File: config.mk
export PLATFORM = sky130hd
export DESIGN_NAME = spi_master
export DESIGN_NICKNAME = d
export VERILOG_FILES = /design/src/rtl/spim_pkg.sv /design/src/rtl/spim_seldec.sv /design/src/rtl/spim_ctrl.sv /design/src/rtl/spim_dpath.sv /design/src/rtl/spi_master.sv
export SDC_FILE = /design/constraint.sdc
export NUM_CORES = 1
export LEC_CHECK = 0
export BUFFER_PORTS_ARGS = -buffer_cell sky130_fd_sc_hd__buf_4
export CAP_MARGIN = 20
export CORE_MARGIN = 8
export CORE_UTILIZATION = 62
export CTS_CLUSTER_DIAMETER = 120
export DETAILED_ROUTE_END_ITERATION = 6
export HOLD_SLACK_MARGIN = 0.1
export PLACE_DENSITY = 0.85
export SYNTH_ARGS = -nofsm -noshare
export SYNTH_HDL_FRONTEND = slang
export SYNTH_SLANG_ARGS = --single-unit
File: constraint.sdc
create_clock -name clk -period 5.3 [get_ports clk]
set_input_delay 0.265 -clock clk [delete_from_list [all_inputs] [get_ports clk]]
set_output_delay 0.265 -clock clk [all_outputs]
set_load 0.05 [all_outputs]
File: src/rtl/spim_pkg.sv
package spim_pkg;

  typedef enum logic [1:0] {
    ST_IDLE  = 2'd0,
    ST_SETUP = 2'd1,
    ST_SHIFT = 2'd2,
    ST_TAIL  = 2'd3
  } spimState_t;

  // strobes from the sequencer to the shift datapath
  typedef struct packed {
    logic load;     // take the transmit byte
    logic capture;  // sample serial input into the bit latch
    logic shift;    // move the register one place, latch enters at lsb
    logic finish;   // publish the received byte
    logic phaMode;  // phase of the running byte
  } spimStrobe_t;

endpackage

File: src/rtl/spim_seldec.sv
module spim_seldec #(
  parameter int NUM_SLAVES = 4,
  parameter int SEL_W      = 2
) (
  input  logic                  selActive,
  input  logic [SEL_W-1:0]      selIdx,
  output logic [NUM_SLAVES-1:0] csN
);

  for (genvar i = 0; i < NUM_SLAVES; i++) begin : g_sel
    assign csN[i] = !(selActive && (selIdx == SEL_W'(i)));
  end

endmodule

File: src/rtl/spim_ctrl.sv
module spim_ctrl
  import spim_pkg::*;
#(
  parameter int NUM_SLAVES = 4,
  parameter int DATA_W     = 8,
  parameter int DIV_W      = 8,
  parameter int SEL_W      = 2
) (
  input  logic             clk,
  input  logic             rstN,
  input  logic             startReq,
  input  logic [SEL_W-1:0] slaveIdx,
  input  logic             cpol,
  input  logic             cpha,
  input  logic             holdSel,
  input  logic [DIV_W-1:0] halfDiv,
  output spimStrobe_t      strb,
  output logic             sclk,
  output logic             selActive,
  output logic [SEL_W-1:0] selIdx,
  output logic             busy,
  output logic             donePulse,
  output logic             cpolMode,
  output logic             cphaMode
);

  localparam int EDGES  = 2 * DATA_W;
  localparam int EDGE_W = $clog2(EDGES + 1);

  spimState_t        state;
  logic [DIV_W-1:0]  halfCnt;
  logic [DIV_W-1:0]  divL;
  logic [DIV_W-1:0]  divLast;
  logic [EDGE_W-1:0] edgeCnt;
  logic              holdL;
  logic              sclkR;
  logic              tick;
  logic              leadEdge;
  logic              edgeTick;

  assign divLast  = (divL == '0) ? '0 : divL - 1'b1;
  assign tick     = (halfCnt == divLast);
  assign leadEdge = ~edgeCnt[0];
  assign edgeTick = (state == ST_SHIFT) && tick;

  always_comb begin
    strb.load    = (state == ST_IDLE) && startReq;
    strb.capture = edgeTick && (cphaMode ? !leadEdge : leadEdge);
    strb.shift   = edgeTick && (cphaMode ? (leadEdge && edgeCnt != '0) : !leadEdge);
    strb.finish  = (state == ST_TAIL) && tick;
    strb.phaMode = cphaMode;
  end

  always_ff @(posedge clk or negedge rstN) begin
    if (!rstN) begin
      state     <= ST_IDLE;
      halfCnt   <= '0;
      divL      <= '0;
      edgeCnt   <= '0;
      holdL     <= 1'b0;
      sclkR     <= 1'b0;
      selActive <= 1'b0;
      selIdx    <= '0;
      cpolMode  <= 1'b0;
      cphaMode  <= 1'b0;
      donePulse <= 1'b0;
    end else begin
      donePulse <= 1'b0;
      unique case (state)
        ST_IDLE: begin
          if (!selActive) sclkR <= cpol;
          if (startReq) begin
            state     <= ST_SETUP;
            halfCnt   <= '0;
            edgeCnt   <= '0;
            divL      <= halfDiv;
            holdL     <= holdSel;
            cpolMode  <= cpol;
            cphaMode  <= cpha;
            sclkR     <= cpol;
            selActive <= 1'b1;
            selIdx    <= slaveIdx;
          end
        end
        ST_SETUP: begin
          if (tick) begin
            halfCnt <= '0;
            state   <= ST_SHIFT;
          end else begin
            halfCnt <= halfCnt + 1'b1;
          end
        end
        ST_SHIFT: begin
          if (tick) begin
            halfCnt <= '0;
            sclkR   <= ~sclkR;
            edgeCnt <= edgeCnt + 1'b1;
            if (edgeCnt == EDGE_W'(EDGES - 1)) state <= ST_TAIL;
          end else begin
            halfCnt <= halfCnt + 1'b1;
          end
        end
        ST_TAIL: begin
          if (tick) begin
            halfCnt   <= '0;
            state     <= ST_IDLE;
            donePulse <= 1'b1;
            selActive <= holdL;
          end else begin
            halfCnt <= halfCnt + 1'b1;
          end
        end
        default: state <= ST_IDLE;
      endcase
    end
  end

  assign sclk = sclkR;
  assign busy = (state != ST_IDLE);

endmodule

File: src/rtl/spim_dpath.sv
module spim_dpath
  import spim_pkg::*;
#(
  parameter int DATA_W = 8
) (
  input  logic              clk,
  input  logic              rstN,
  input  spimStrobe_t       strb,
  input  logic [DATA_W-1:0] txByte,
  input  logic              miso,
  output logic              mosi,
  output logic [DATA_W-1:0] rxByte
);

  logic [DATA_W-1:0] shReg;
  logic              bitL;

  always_ff @(posedge clk or negedge rstN) begin
    if (!rstN) begin
      shReg  <= '0;
      bitL   <= 1'b0;
      rxByte <= '0;
    end else begin
      if (strb.load) shReg <= txByte;
      if (strb.capture) bitL <= miso;
      if (strb.shift) shReg <= {shReg[DATA_W-2:0], bitL};
      if (strb.finish) rxByte <= strb.phaMode ? {shReg[DATA_W-2:0], bitL} : shReg;
    end
  end

  assign mosi = shReg[DATA_W-1];

endmodule

File: src/rtl/spi_master.sv
module spi_master
  import spim_pkg::*;
#(
  parameter int NUM_SLAVES = 4,
  parameter int DATA_W     = 8,
  parameter int DIV_W      = 8,
  localparam int SEL_W     = (NUM_SLAVES > 1) ? $clog2(NUM_SLAVES) : 1
) (
  input  logic                  clk,
  input  logic                  rstN,
  input  logic                  startReq,
  input  logic [DATA_W-1:0]     txByte,
  input  logic [SEL_W-1:0]      slaveIdx,
  input  logic                  cpol,
  input  logic                  cpha,
  input  logic                  holdSel,
  input  logic [DIV_W-1:0]      halfDiv,
  output logic [DATA_W-1:0]     rxByte,
  output logic                  donePulse,
  output logic                  busy,
  output logic                  sclk,
  output logic                  mosi,
  input  logic                  miso,
  output logic [NUM_SLAVES-1:0] csN
);

  spimStrobe_t      strb;
  logic             selActive;
  logic [SEL_W-1:0] selIdx;
  logic             cpolMode;
  logic             cphaMode;

  spim_ctrl #(
    .NUM_SLAVES(NUM_SLAVES), .DATA_W(DATA_W), .DIV_W(DIV_W), .SEL_W(SEL_W)
  ) u_ctrl (
    .clk(clk), .rstN(rstN), .startReq(startReq), .slaveIdx(slaveIdx),
    .cpol(cpol), .cpha(cpha), .holdSel(holdSel), .halfDiv(halfDiv),
    .strb(strb), .sclk(sclk), .selActive(selActive), .selIdx(selIdx),
    .busy(busy), .donePulse(donePulse), .cpolMode(cpolMode), .cphaMode(cphaMode)
  );

  spim_dpath #(.DATA_W(DATA_W)) u_dpath (
    .clk(clk), .rstN(rstN), .strb(strb), .txByte(txByte), .miso(miso),
    .mosi(mosi), .rxByte(rxByte)
  );

  spim_seldec #(.NUM_SLAVES(NUM_SLAVES), .SEL_W(SEL_W)) u_sel (
    .selActive(selActive), .selIdx(selIdx), .csN(csN)
  );

endmodule

* Word-level counts from Yosys, hierarchy flattened
Index checks and enable logic that the tools add are counted.
** Word-level totals
- Output and inout port bits :: 16
- Register bits :: 47
- Input port bits :: 25
- Logic and storage cells :: 87
** Operators by class
- Reductions and logical operators :: 28
- Bitwise operators :: 2
- Equal/unequal tests :: 14
- Add/sub/neg operators :: 3
- Muxes and demuxes :: 27
** Operator list (number)
- two-way mux 8 bit :: 6
- one-hot mux 8 bit (2 select lines) :: 1
- logical AND 1 bit :: 10
- two-way mux 2 bit :: 5
- two-way mux 5 bit :: 2
- one-hot mux 5 bit (2 select lines) :: 1
- two-way mux 1 bit :: 9
- AND reduction 3 bit :: 3
- adder 8 x 1 -> 8 bit (second input constant) :: 1
- equality test 2 bit (second input constant) :: 4
- equality test 8 bit :: 1
- logical NOT 8 bit :: 1
- one-hot mux 2 bit (4 select lines) :: 1
- nonzero test 2 bit :: 4
- subtractor 8 x 1 -> 8 bit (second input constant) :: 1
- inequality test 2 x 1 -> 1 bit (second input constant) :: 3
- adder 5 x 1 -> 5 bit (second input constant) :: 1
- equality test 5 x 4 -> 1 bit (second input constant) :: 1
- AND reduction 5 bit :: 1
- nonzero test 5 bit :: 1
- equality test 2 x 1 -> 1 bit (second input constant) :: 2
- logical NOT 1 bit :: 4
- logical NOT 2 bit :: 2
- inequality test 2 bit (second input constant) :: 2
- 5 further kinds :: 7

* Logic depth before layout (Yosys ltp)
- Word-level depth :: 6
- Gate-level depth with buffers :: 12
- Gate-level depth less buffers :: 10

* Modules after synthesis
From an unflattened synthesis, not the netlist that was laid out.
** Second synthesis, totals
- Cells, all modules :: 324
- Area, all modules :: 3046.7 um2
** Modules (own cells, without submodules)
- spim_ctrl :: seq. area each 775.7 um2, area each 2228.4 um2, cells each 249, instances 1
- spim_dpath :: seq. area each 425.4 um2, area each 789.5 um2, cells each 71, instances 1
- spim_seldec :: seq. area each 0.0 um2, area each 28.8 um2, cells each 4, instances 1

* Worst setup path before layout
No wires, ideal clock.
- Path kind :: reg2reg
- From :: register u_ctrl.divL[0]
- To :: register u_ctrl.state[1]
- Data arrival time :: 2.668 ns
- Stages on the path, launching flop included :: 12
- Required time :: 5.175 ns
- Path slack :: 2.508 ns
- Buffers on the path :: 1
- Path through :: dfrtp_1 inv_1 ha_1 nor3b_1 xnor3_1 and4_1 a211oi_1 nor3_2 buf_6 and2_1 o21ai_1 mux2_2
** Between the ends
- Longest elaborated chain between the ends :: 5
** RTL lines
- start, declared :: line spim_ctrl.sv:32 : logic [DIV_W-1:0] divL;
- start signal, assigned :: line spim_ctrl.sv:76 : divL <= halfDiv;
- subtractor 8 x 1 -> 8 bit or logical NOT 8 bit (tied branches) :: line spim_ctrl.sv:41 : assign divLast = (divL == '0) ? '0 : divL - 1'b1;
- two-way mux 8 bit * :: line spim_ctrl.sv:41
- equality test 8 bit * :: line spim_ctrl.sv:42 : assign tick = (halfCnt == divLast);
- inequality test 2 x 1 -> 1 bit (no line)
- AND reduction 5 bit (no line) *
- end signal, assigned :: line spim_ctrl.sv:56 : state <= ST_IDLE;
- end signal, assigned :: line spim_ctrl.sv:73 : state <= ST_SETUP;
- end signal, assigned :: line spim_ctrl.sv:88 : state <= ST_SHIFT;
- end, declared :: line spim_ctrl.sv:30 : spimState_t state;
Every way passes the cells marked *; elsewhere a longest branch is shown, timed or not.
A chain may end at the register's enable or synchronous reset.

* Worst setup path after layout
Same ends and word-level chain as after synthesis.

==> metrics.txt <==
Syn. warnings 0; main combinational cell family by area after synthesis simple AND/OR/NAND/NOR gates; die area about 7000 um2; WL per Instance approximately 17 um; Post-Synthesis Cells approximately 280; boundary pin count 41; PD cells between 500 and 600 nW/um2; hold crit path type input pin to flop; f_max approximately 320 MHz; clock root buffer master clkbuf_8; CTS tree yes; main flop type after synthesis dfrtp_1; register area share after synthesis between 40% and 50%; Net count, final approximately 350; largest net degree at the start of global routing 48; ys async rst share between 90% and 100%; number of global-route vias before repair roughly 2200; first-pass GRT wire length between 10 and 15 mm; global-route usage over all layers 17.7%; hold_buf cts 1; # port buffers 40; core area approximately 4400 um2; fin. max-slew vios 0; initial DRC count roughly 100; Area growth syn-to-layout 14.8%; startpoint types flop; WP data required 5.50 ns; die height between 80 and 90 um; period utilisation layout slightly below 60%; clock period minus worst slack 3.15 ns; DRT Wirelength between 6 and 7 mm; area taken by multi-input logic gates about 1600 um2; clk buf depth 2; arrival time at the worst endpoint about 3.4 ns; hold_ws about 0.18 ns; Final Hold Vio Count 0; FP Rows 24; 1st-pass router iterations 4; most frequent cell after synthesis dfrtp_1; # diodes 0; CTS H-tree lvls 2; Vias per Instance ~6; setup violators final 0; Cell Area, Synth between 2000 and 3000 um2; compound-cell area share of the yosys netlist between 10% and 20%; post-cts repair resize count 0; drt drc 0; clk_lat worst skew between 0.3 and 0.4 ns; EDFF count, synth 0; multiplexer area fraction after synthesis 16.3%; Final HPWL DP around 4.5 mm; Synth Area in Adders between 4 and 5%; Reg clk slew, reported paths 0.10 ns; Slew @ Worst Pin 1.02 ns; Synth Net Count roughly 320; top-area cell type share of the netlist area 41.4%; via count about 2200; layout cells sized above 1 29.8%; RePlAce Congestion about 0.85; fillers around 320; Distinct cells, synth 56; simple-gate share of the synthesized area around a fifth; grt total ovfl 0; setup tns final 0 ns; crit path kind flop to flop; unrepaired setup endpoints after global routing false; Routed Antenna Nets 0; CP endpoint kind flop; initial antenna violation count 0; Fin Clk Skew 0.00889 ns; Area contributors post-synth dfrtp_1 41%, mux2_2 12%, ha_1 4.4%, o21ai_0 4.0%, nand2_1 3.7%; CTS Buf Count 5; Synth Register Bits 47; mean post-synth cell area just over 10 um2; VDD IR-drop max ~0.36 mV; Register Area 1180 um2; leading area contributor after synthesis dfrtp_1; # Post-CTS Setup Buffers 0; maximum fanout along the worst path 20; number of max-cap violations 0; leakage ~0.0015 uW; total clock sinks between 40 and 50; Starting Density between 60% and 70%; max_slew headroom a little under a third; status completed; Synth Area in XOR/XNOR about 2.0%; most instantiated cells after synthesis 47 x dfrtp_1, 31 x mux2_2, 28 x nand2_1; Die Wd roughly 84 um
==> per-layer routing <==
metal	wire [um]	GRT usage [%]	share of wire, %	up-vias
met4	58	5.65	0.94	0
met1	2670	21.2	43	1095
met5	0	0	0	-
met2	3270	31.1	53	28
met3	177	3.32	2.9	6
li1	-	-	-	1090
==> metrics by stage <==
stage                     cell area, um2  utilization (%)  power (uW)  setup slack, ns  cells
after floorplan                     2840                -        1460             2.51    281
after global routing                3260             74.5        2080             1.86    371
final                               3260             74.5        1950             2.15    371
after CTS                           3260             74.5        1960             2.14    371
after global placement              3160             72.1        1690             2.26    362
after detailed placement            3160             72.1        1730             2.15    362
==> flip-flops by register name (all words and copies together) (netlist names) <==
| register | count |
|---|---|
| u_ctrl.cphaMode | 1 |
| u_ctrl.divL | 8 |
| u_ctrl.donePulse | 1 |
| u_ctrl.edgeCnt | 5 |
| u_ctrl.halfCnt | 8 |
| u_ctrl.holdL | 1 |
| u_ctrl.sclk | 1 |
| u_ctrl.selActive | 1 |
| u_ctrl.selIdx | 2 |
| u_ctrl.state | 2 |
| u_dpath.bitL | 1 |
| u_dpath.rxByte | 8 |
| u_dpath.shReg | 8 |
==> where the power goes <==
part	internal [uW]	total [uW]	leakage [uW]	switching, uW
registers	499	693	0.000596	195
clock network	94.5	226	0.0000408	131
logic	448	1040	0.000858	588
==> cells by family (layout without fill, tap and decap cells) <==
group | after synthesis | in the layout
xor+xnor | 5 | 5
simple gates | 94 | 94
buf+inv | 25 | 63
flops | 47 | 47
fa+ha+maj | 10 | 10
compound gates | 58 | 58
mux | 42 | 42
==> critical path, cell delays in order, from the launching register on <==
cell and delay (ns):
dfrtp_1 0.44, inv_1 0.09, ha_1 0.28, nor3b_1 0.42, nand2_1 0.18, and4_1 0.22
a211oi_1 0.33, nor3_2 0.09, buf_4 0.21, o21ba_2 0.23, o21ai_1 0.19, mux2_2 0.35
==> final timing paths <==
kind,slack [ns],end,cells after the start,start
setup / recovery,2.15,u_ctrl.state[1],11,u_ctrl.divL[0]
hold / removal,0.18,u_ctrl.selIdx[0],2,slaveIdx[0]
setup reg to reg,2.15,u_ctrl.state[1],11,u_ctrl.divL[0]
hold reg to reg,0.50,u_dpath.rxByte[4],2,u_dpath.rxByte[4]
max in group asynchronous,4.39,u_ctrl.halfCnt[6],2,rstN
min in group asynchronous,0.52,u_dpath.rxByte[6],2,rstN
==> layout make-up <==
| cell class | count | share of cell area [%] |
|---|---|---|
| Clock buffer | 5 | 2.11 |
| Clock inverter | 3 | 0.728 |
| Inverter | 13 | 1.49 |
| Multi-Input combinational cell | 209 | 47.9 |
| Sequential cell | 47 | 36.0 |
| Tap cell | 52 | 1.99 |
| Timing Repair Buffer | 42 | 9.74 |
==> cell usage in the layout (no fill, tap or decap), types with 3 or more instances in the layout <==
cell	count
nand2_1	28
mux2i_1	10
nand2b_1	5
dfrtp_1	47
nand3b_1	3
buf_4	41
inv_1	13
ha_1	10
nor2_1	11
mux2_2	31
a22o_1	6
and3_1	3
xor2_1	3
nor3_1	8
a22oi_1	3
clkbuf_8	5
o21ai_0	23
a21oi_1	7
nand3_1	13
Power figures use the tool's default switching activity.
